===== config.mk =====
export PLATFORM = sky130hd
export DESIGN_NAME = bfz_unit
export DESIGN_NICKNAME = d
export VERILOG_FILES = /design/src/rtl/bfz_pkg.sv /design/src/rtl/bfz_decode.sv /design/src/rtl/bfz_datapath.sv /design/src/rtl/bfz_unit.sv
export SDC_FILE = /design/constraint.sdc
export NUM_CORES = 1
export LEC_CHECK = 0
export ABC_AREA = 1
export BUFFER_PORTS_ARGS = -buffer_cell sky130_fd_sc_hd__buf_4
export CAP_MARGIN = 20
export CORE_UTILIZATION = 56
export DETAILED_ROUTE_END_ITERATION = 8
export PLACE_DENSITY = 0.82
export SLEW_MARGIN = 40
export SYNTH_ARGS = -nofsm -noshare
export SYNTH_HDL_FRONTEND = slang
export SYNTH_SLANG_ARGS = --single-unit

===== constraint.sdc =====
create_clock -name clk -period 4.1 [get_ports clk]
set_clock_uncertainty 0.15 [all_clocks]
set_input_delay 0.82 -clock clk [delete_from_list [all_inputs] [get_ports clk]]
set_output_delay 0.82 -clock clk [all_outputs]
set_load 0.05 [all_outputs]

===== src/rtl/bfz_pkg.sv =====
package bfz_pkg;
  localparam int DATA_W  = 64;
  localparam int HALF_W  = DATA_W / 2;
  localparam int INSTR_W = 32;
  localparam int IMM_W   = 6;
  localparam int REG_W   = 5;
  localparam int POS_W   = IMM_W + 1;
  localparam logic [7:0] FIXED_PAT = 8'b10100110;

  typedef struct packed {
    logic             is64;
    logic             extract;
    logic [IMM_W-1:0] rotAmt;
    logic [POS_W-1:0] fieldLen;
    logic [POS_W-1:0] placePos;
  } bfzCtl_t;
endpackage


===== src/rtl/bfz_decode.sv =====
module bfz_decode
  import bfz_pkg::*;
(
  input  logic [INSTR_W-1:0] instr,
  output bfzCtl_t            ctl,
  output logic               legal,
  output logic [REG_W-1:0]   destIdx
);
  logic             sfBit, nBit;
  logic [IMM_W-1:0] immR, immS;
  logic [POS_W-1:0] regSize;

  always_comb begin
    sfBit   = instr[31];
    nBit    = instr[22];
    immR    = instr[21:16];
    immS    = instr[15:10];
    destIdx = instr[REG_W-1:0];
    legal   = (instr[30:23] == FIXED_PAT) && (sfBit == nBit) &&
              (sfBit || (!immR[IMM_W-1] && !immS[IMM_W-1]));
    regSize = sfBit ? POS_W'(DATA_W) : POS_W'(HALF_W);

    ctl.is64    = sfBit;
    ctl.extract = (immS >= immR);
    ctl.rotAmt  = immR;
    if (ctl.extract) begin
      ctl.fieldLen = {1'b0, immS} - {1'b0, immR} + POS_W'(1);
      ctl.placePos = '0;
    end else begin
      ctl.fieldLen = {1'b0, immS} + POS_W'(1);
      ctl.placePos = regSize - {1'b0, immR};
    end
  end
endmodule


===== src/rtl/bfz_datapath.sv =====
module bfz_datapath
  import bfz_pkg::*;
(
  input  bfzCtl_t            ctl,
  input  logic [DATA_W-1:0]  srcData,
  output logic [DATA_W-1:0]  result
);
  logic [DATA_W-1:0] rotWide, rotSel, lowMask, fieldMask;
  logic [HALF_W-1:0] srcHalf, rotHalf;

  always_comb begin
    rotWide = (srcData >> ctl.rotAmt) |
              (srcData << (POS_W'(DATA_W) - {1'b0, ctl.rotAmt}));
    srcHalf = srcData[HALF_W-1:0];
    rotHalf = (srcHalf >> ctl.rotAmt[IMM_W-2:0]) |
              (srcHalf << (IMM_W'(HALF_W) - {1'b0, ctl.rotAmt[IMM_W-2:0]}));
    rotSel    = ctl.is64 ? rotWide : {{HALF_W{1'b0}}, rotHalf};
    lowMask   = ~({DATA_W{1'b1}} << ctl.fieldLen);
    fieldMask = lowMask << ctl.placePos;
    result    = rotSel & fieldMask;
  end
endmodule


===== src/rtl/bfz_unit.sv =====
module bfz_unit
  import bfz_pkg::*;
(
  input  logic               clk,
  input  logic               rst,
  input  logic               inValid,
  input  logic [31:0]        instr,
  input  logic [63:0]        srcData,
  output logic               outValid,
  output logic               outIllegal,
  output logic [63:0]        outResult,
  output logic [4:0]         outDest
);
  bfzCtl_t            ctl;
  logic               legal;
  logic [REG_W-1:0]   destIdx;
  logic [DATA_W-1:0]  result;

  bfz_decode u_dec (.instr(instr), .ctl(ctl), .legal(legal), .destIdx(destIdx));
  bfz_datapath u_dp (.ctl(ctl), .srcData(srcData), .result(result));

  always_ff @(posedge clk) begin
    if (rst) begin
      outValid   <= 1'b0;
      outIllegal <= 1'b0;
      outResult  <= '0;
      outDest    <= '0;
    end else begin
      outValid   <= inValid && legal;
      outIllegal <= inValid && !legal;
      outResult  <= (inValid && legal) ? result : '0;
      outDest    <= destIdx;
    end
  end

  // reset clears both flags on the next edge
  a_r7_reset_clears: assert property (@(posedge clk)
    rst |=> (!outValid && !outIllegal));

  // the two flags never rise together, and the result is zero without outValid
  a_r8_flags_exclusive: assert property (@(posedge clk) disable iff (rst)
    !(outValid && outIllegal));
  a_r8_idle_zero: assert property (@(posedge clk) disable iff (rst)
    !outValid |-> (outResult == '0));

  // a missing request gives quiet flags one cycle later
  a_r9_no_req_quiet: assert property (@(posedge clk) disable iff (rst)
    !inValid |=> (!outValid && !outIllegal));
  a_r9_req_answered: assert property (@(posedge clk) disable iff (rst)
    inValid |=> (outValid || outIllegal));

  // 32-bit results leave the upper half clear
  a_r5_upper_zero: assert property (@(posedge clk) disable iff (rst)
    (inValid && !ctl.is64) |=> (outResult[63:32] == '0));

  // an extracted field leaves nothing above its length
  a_r3_extract_top_clear: assert property (@(posedge clk) disable iff (rst)
    (inValid && legal && ctl.extract) |=> ((outResult >> $past(ctl.fieldLen)) == '0));

  // a deposited field leaves nothing below its position
  a_r4_deposit_low_clear: assert property (@(posedge clk) disable iff (rst)
    (inValid && legal && !ctl.extract) |=>
      ((outResult << (POS_W'(DATA_W) - $past(ctl.placePos))) == '0));
endmodule


### After elaboration in Yosys (flattened, before gate mapping)

Index checks and enable logic that the tools add are counted.

* add/sub/neg operators: 6
* magnitude comparators: 1
* eq/ne operators: 2
* shift operators: 6
* multiplexer cells: 3
* bitwise operators: 5
* reductions and logical operators: 10

Operators with widths (number)
* 64-bit by 7-bit left shift with 64-bit output: 2
* 64-bit bitwise AND: 1
* 64-bit two-way mux: 1
* 64-bit NOT: 1
* 64-bit OR: 1
* 64-bit by 7-bit left shift with 64-bit output (first input constant): 1
* 64-bit by 6-bit >> shifter with 64-bit output: 1
* 32-bit OR: 1
* 32-bit by 6-bit left shift with 32-bit output: 1
* 32-bit by 5-bit >> shifter with 32-bit output: 1
* 14-bit two-way mux: 1
* 8-bit equality test (second input constant): 1
* 6-bit by 1-bit adder with 7-bit output (second input constant): 1
* 7-bit by 1-bit adder with 7-bit output (second input constant): 1
* 7-bit two-way mux: 1
* 6-bit by 6-bit subtractor with 7-bit output: 1
* 7-bit by 6-bit subtractor with 7-bit output: 1
* 7-bit by 6-bit subtractor with 7-bit output (first input constant): 1
* 6-bit greater-or-equal comparator: 1
* 6-bit by 5-bit subtractor with 6-bit output (first input constant): 1
* 1-bit logical AND: 5
* 1-bit zero test: 3
* 2-bit OR reduction: 1
* 1-bit equality test: 1
* other kinds (2): 2

* register bits: 71
* output and inout bits: 71

### Depth between registers and ports, before layout

* depth after elaboration: 7
* gate-level depth with buffers: 29
* gate-level depth less buffers: 26

### Hierarchy

A second synthesis with hierarchy kept.

* cell total of the unflattened synthesis: 3268
* area, all modules: 16235.6 µm²

Modules (own cells, without submodules)
* bfz_datapath: instances 1, cells an instance 2890, area each 13213.9 µm², seq. area each 0.0 µm²
* bfz_unit: instances 1, cells an instance 221, area each 2060.7 µm², seq. area each 1421.4 µm²
* bfz_decode: instances 1, cells an instance 157, area each 960.9 µm², seq. area each 0.0 µm²

### Least setup slack after synthesis

No wires, ideal clock.

* kind: in2reg
* start: in instr[18]
* end: reg outResult[59]
* setup time: 0.115 ns
* arrival: 3.823 ns
* setup slack: 0.012 ns
* cell stages on the path: 25
* path buffers: 4
* cells stage by stage: buf_2 > inv_1 > buf_2 > clkbuf_1 > ha_1 > inv_1 > fa_1 > inv_1 > nand2_1 > nand2_1 > nand2_1 > nand3_1 > nand2_1 > nand3_4 > nand2_4 > nand2_8 > nor2_8 > buf_6 > nand2_1 > nand3_1 > nand3_1 > nand3_1 > nand3_1 > a21oi_1 > nor2_1

* cells in the longest elaborated chain, start to end: 7
* elaborated cells between the ends (all ways): 14
* classes of those cells: 4 x add/sub; 1 x order compare; 4 x shift; 2 x mux; 3 x bitwise

Ends and longest elaborated chain
* from (decl): line bfz_unit.sv:7 `input logic [31:0] instr,`
* 6-bit by 6-bit subtractor with 7-bit output: line bfz_decode.sv:27 `ctl.fieldLen = {1'b0, immS} - {1'b0, immR} + POS_W'(1);`
* 7-bit by 1-bit adder with 7-bit output: line bfz_decode.sv:27
* 14-bit two-way mux: line bfz_decode.sv:26 `if (ctl.extract) begin`
* 64-bit by 7-bit left shift with 64-bit output: line bfz_datapath.sv:18 `lowMask = ~({DATA_W{1'b1}} << ctl.fieldLen);`
* 64-bit NOT: line bfz_datapath.sv:18
* 64-bit by 7-bit left shift with 64-bit output: line bfz_datapath.sv:19 `fieldMask = lowMask << ctl.placePos;`
* 64-bit bitwise AND *: line bfz_datapath.sv:20 `result = rotSel & fieldMask;`
* to (signal assigned): line bfz_unit.sv:31 `outResult <= (inValid && legal) ? result : '0;`
* to (decl): line bfz_unit.sv:11 `output logic [63:0] outResult,`

Mark *: on every way between the ends. The rest lies on a longest branch, timed or not.
A chain may end at the register's enable or synchronous reset.

### Final worst setup path

* start: in instr[20]
* end: reg outResult[54]

The elaborated chain is that of the path after synthesis.

==> impl_metrics.ini <==
[die]
num_io_pins = 170
fp.dieH_um = 168
die_width_um = 168
start_util_pct = 57.1
row_count = 60
die-area_um2 = 28200
core-area_um2 = 27000

[critical_path]
worstPathRequired_ns = 4.17
start_kind = input port
path_class = in2reg
cp_slowest_stage_delay_ns = 0.55
cp_data_arrival_time_ns = 4.04
path_max_fanout = 22
end_kind = register
slowest_stage = fa_1
path_cells = buf_4 > clkinv_1 > ha_1 > inv_1 > fa_1 > inv_1 > a21oi_1 > nand3_1 > nand2_1 > nand3_4 > nand2_4 > inv_2 > buf_4 > nor2_2 > buf_12 > nand2_1 > nand3_1 > nand3_1 > nand3_1 > nand2_1 > nand2_1 > nand3_1 > nand2_1 > nor2_1

[synthesis]
syn_area_um2 = 15400
muxShareOfSynthArea_pct = 2.93
synth_cell_type_count = 59
ys.flop_type = dfxtp_1
synth_area_per_cell_um2 = 5.07
synth_compound_area_share_pct = 22.5
synth_top_family_by_area = simple AND/OR/NAND/NOR gates
synthTopCellsByArea = nand2_1 25%, nand3_1 19%, o21ai_0 10%
netlist_instances = 3033
yosys.area_share.adder_pct = 1.77
synth_xor_area_share_pct = 0.350
yosysTopAreaCell = nand2_1
yosys.area_share.simple_pct = 52.1
syn_nets = 3152
ys_seq_elements = 71
ys_warn_count = 0
async_flop_share_pct = 0
synth_top_area_share_pct = 25.4
synth_edf_count = 0
synth-seq-area-share_pct = 9.24

[global_route]
grt_pass1_vias = 19300
grt_busiest_layer = met2
grt_max_degree = 112
grt_first_pass_wirelength_mm = 111
grt_use_met1_pct = 67.9
use_met3_pct = 12.0
grt_use_total_pct = 50.3
gr-usage-met2_pct = 72.8
overflow = 0
antenna_found_initial = 2

[finish]
layout.core_utilization_pct = 66.8
area_delta_synth_final_pct = 17.1
drive_gt1_share_pct = 13.9
num-nets-final = 3259
finalInstanceArea_um2 = 18000

[placed_design]
place_area_um2 = 17700
hpwl_mm = 57.3
port-buffer-count = 164
place_congestion = 1.17
post-place-ws_ns = -0.106

[sta]
relSlewSlack_pct = 48.0
grt_setup_unrepaired = no
timing.hold.ws_ns = 0.542
finalHoldViolCount = 0
fin_crit_sh_pct = 96.8
worstMarginPinSlew_ns = 0.780
setup_slack_ns = 0.131
finalSetupViolations = 0
fmax_ghz = 0.252
finalCriticalPeriod_ns = 3.97
finalMaxSlewViolations = 0

[clock_network]
postCtsSetupBuffers = 0
root_buffer = clkbuf_16
clk_pin_slew_worst_paths_ns = 0.05
cts_tree = done
cts_buffers = 9
ctsLongestPathBuffers = 2
cts.sinks = 71
htreeDepth = 3

[power_and_ir_drop]
ir_drop_mv = 0.264
leakagePower_uw = 0.00894
powerDensity_nw_per_um2 = 298

[min_path]
min_path_cells = 3
min_path_type = in2reg

[route]
finalWirelength_mm = 73.4
drtIter0Drc = 4385
firstDrtPassIters = 8
final_antenna_net_count = 0
vias = 22900
drc = 0
viasPerCell = 6.56
routedWlPerCell_um = 21.1

[run_status]
status = finished, final reports clean

[flow_run]
cap_violations = 0
-- final cells by class --
class	count	area [um2]
Antenna cell	2	5.00
Clock buffer	11	243
Sequential cell	71	1420
Clock inverter	5	57.6
Tap cell	341	427
Inverter	170	642
Multi-Input combinational cell	2557	12400
Timing Repair Buffer	331	2860
Fill cell	2632	8930
-- layer usage --
| metal | routed length (um) | share of wire (%) |
|---|---|---|
| met1 | 28100 | 38 |
| met2 | 29200 | 40 |
| met3 | 11200 | 15 |
| met4 | 4940 | 6.7 |
| met5 | 0 | 0 |
-- cell families (layout without fill, tap and decap cells) --
kind of cell | Yosys count | in the layout
xor+xnor | 4 | 4
flops | 71 | 71
simple gates | 1851 | 1851
compound gates | 637 | 637
buf+inv | 405 | 517
fa+ha+maj | 20 | 20
other cells | 0 | 2
mux | 45 | 45
-- synthesized netlist by cell type, drive strengths merged, types with 4 or more instances --
cell type	n
dfxtp	71
nand3	580
or2	6
inv	165
buf	109
o21a	4
a31oi	15
a211oi	5
nand4	18
o22ai	11
clkinv	5
a21oi	195
o211ai	33
o2111ai	4
o311ai	9
mux2i	45
nand2	1061
nor2	164
nor3	13
o21ai	331
a22oi	13
ha	17
clkbuf	126
-- final timing paths --
check,slack (ns),to,startpoint
worst max-delay path,0.13,outResult[54]$_SDFF_PP0_,instr[20]
worst min-delay path,0.54,outDest[3]$_SDFF_PP0_,instr[3]
-- critical path: cells and delay by family --
| kind | cells | cell delay, ns |
|---|---|---|
| adder cells (fa/ha/maj) | 2 | 0.71 |
| AND/OR/NAND/NOR | 14 | 1.62 |
| AO/OA/AOI/OAI | 1 | 0.19 |
| buffers and inverters | 7 | 0.68 |
-- flip-flops by register name (all words and copies together), names as in the netlist --
signal	flops
outDest	5
outIllegal	1
outResult	64
outValid	1
-- metrics by stage --
step	instances	power, uW	TNS [ns]
final	3488	5380	0
after global routing	3487	5670	0
after CTS	3486	5150	0
after detailed placement	3470	4380	-0.355
after global placement	3470	4330	-0.127
after floorplan	3033	3110	0
-- layout by cell type (no fill, tap or decap), types with 10 or more instances in the layout --
master,count
a21oi_1,193
a22oi_1,13
a31oi_1,15
buf_12,30
buf_4,300
dfxtp_1,71
ha_1,17
inv_1,140
inv_2,21
mux2i_1,45
nand2_1,1034
nand2_2,19
nand3_1,575
nand4_1,18
nor2_1,141
nor2_2,10
nor3_1,12
o211ai_1,33
o21ai_0,318
o21ai_1,13
o22ai_1,11
-- what timing repair did --
action | CTS | global route
endpoints found under the setup margin | 0 | 13
hold buffers | 0 | 0
resized for setup | 0 | 13
-- power by group --
group	total [uW]	internal, uW	switching, uW
Clock	774	486	288
Sequential	694	693	0.915
Combinational	3910	1240	2660
Power figures use the tool's default switching activity.
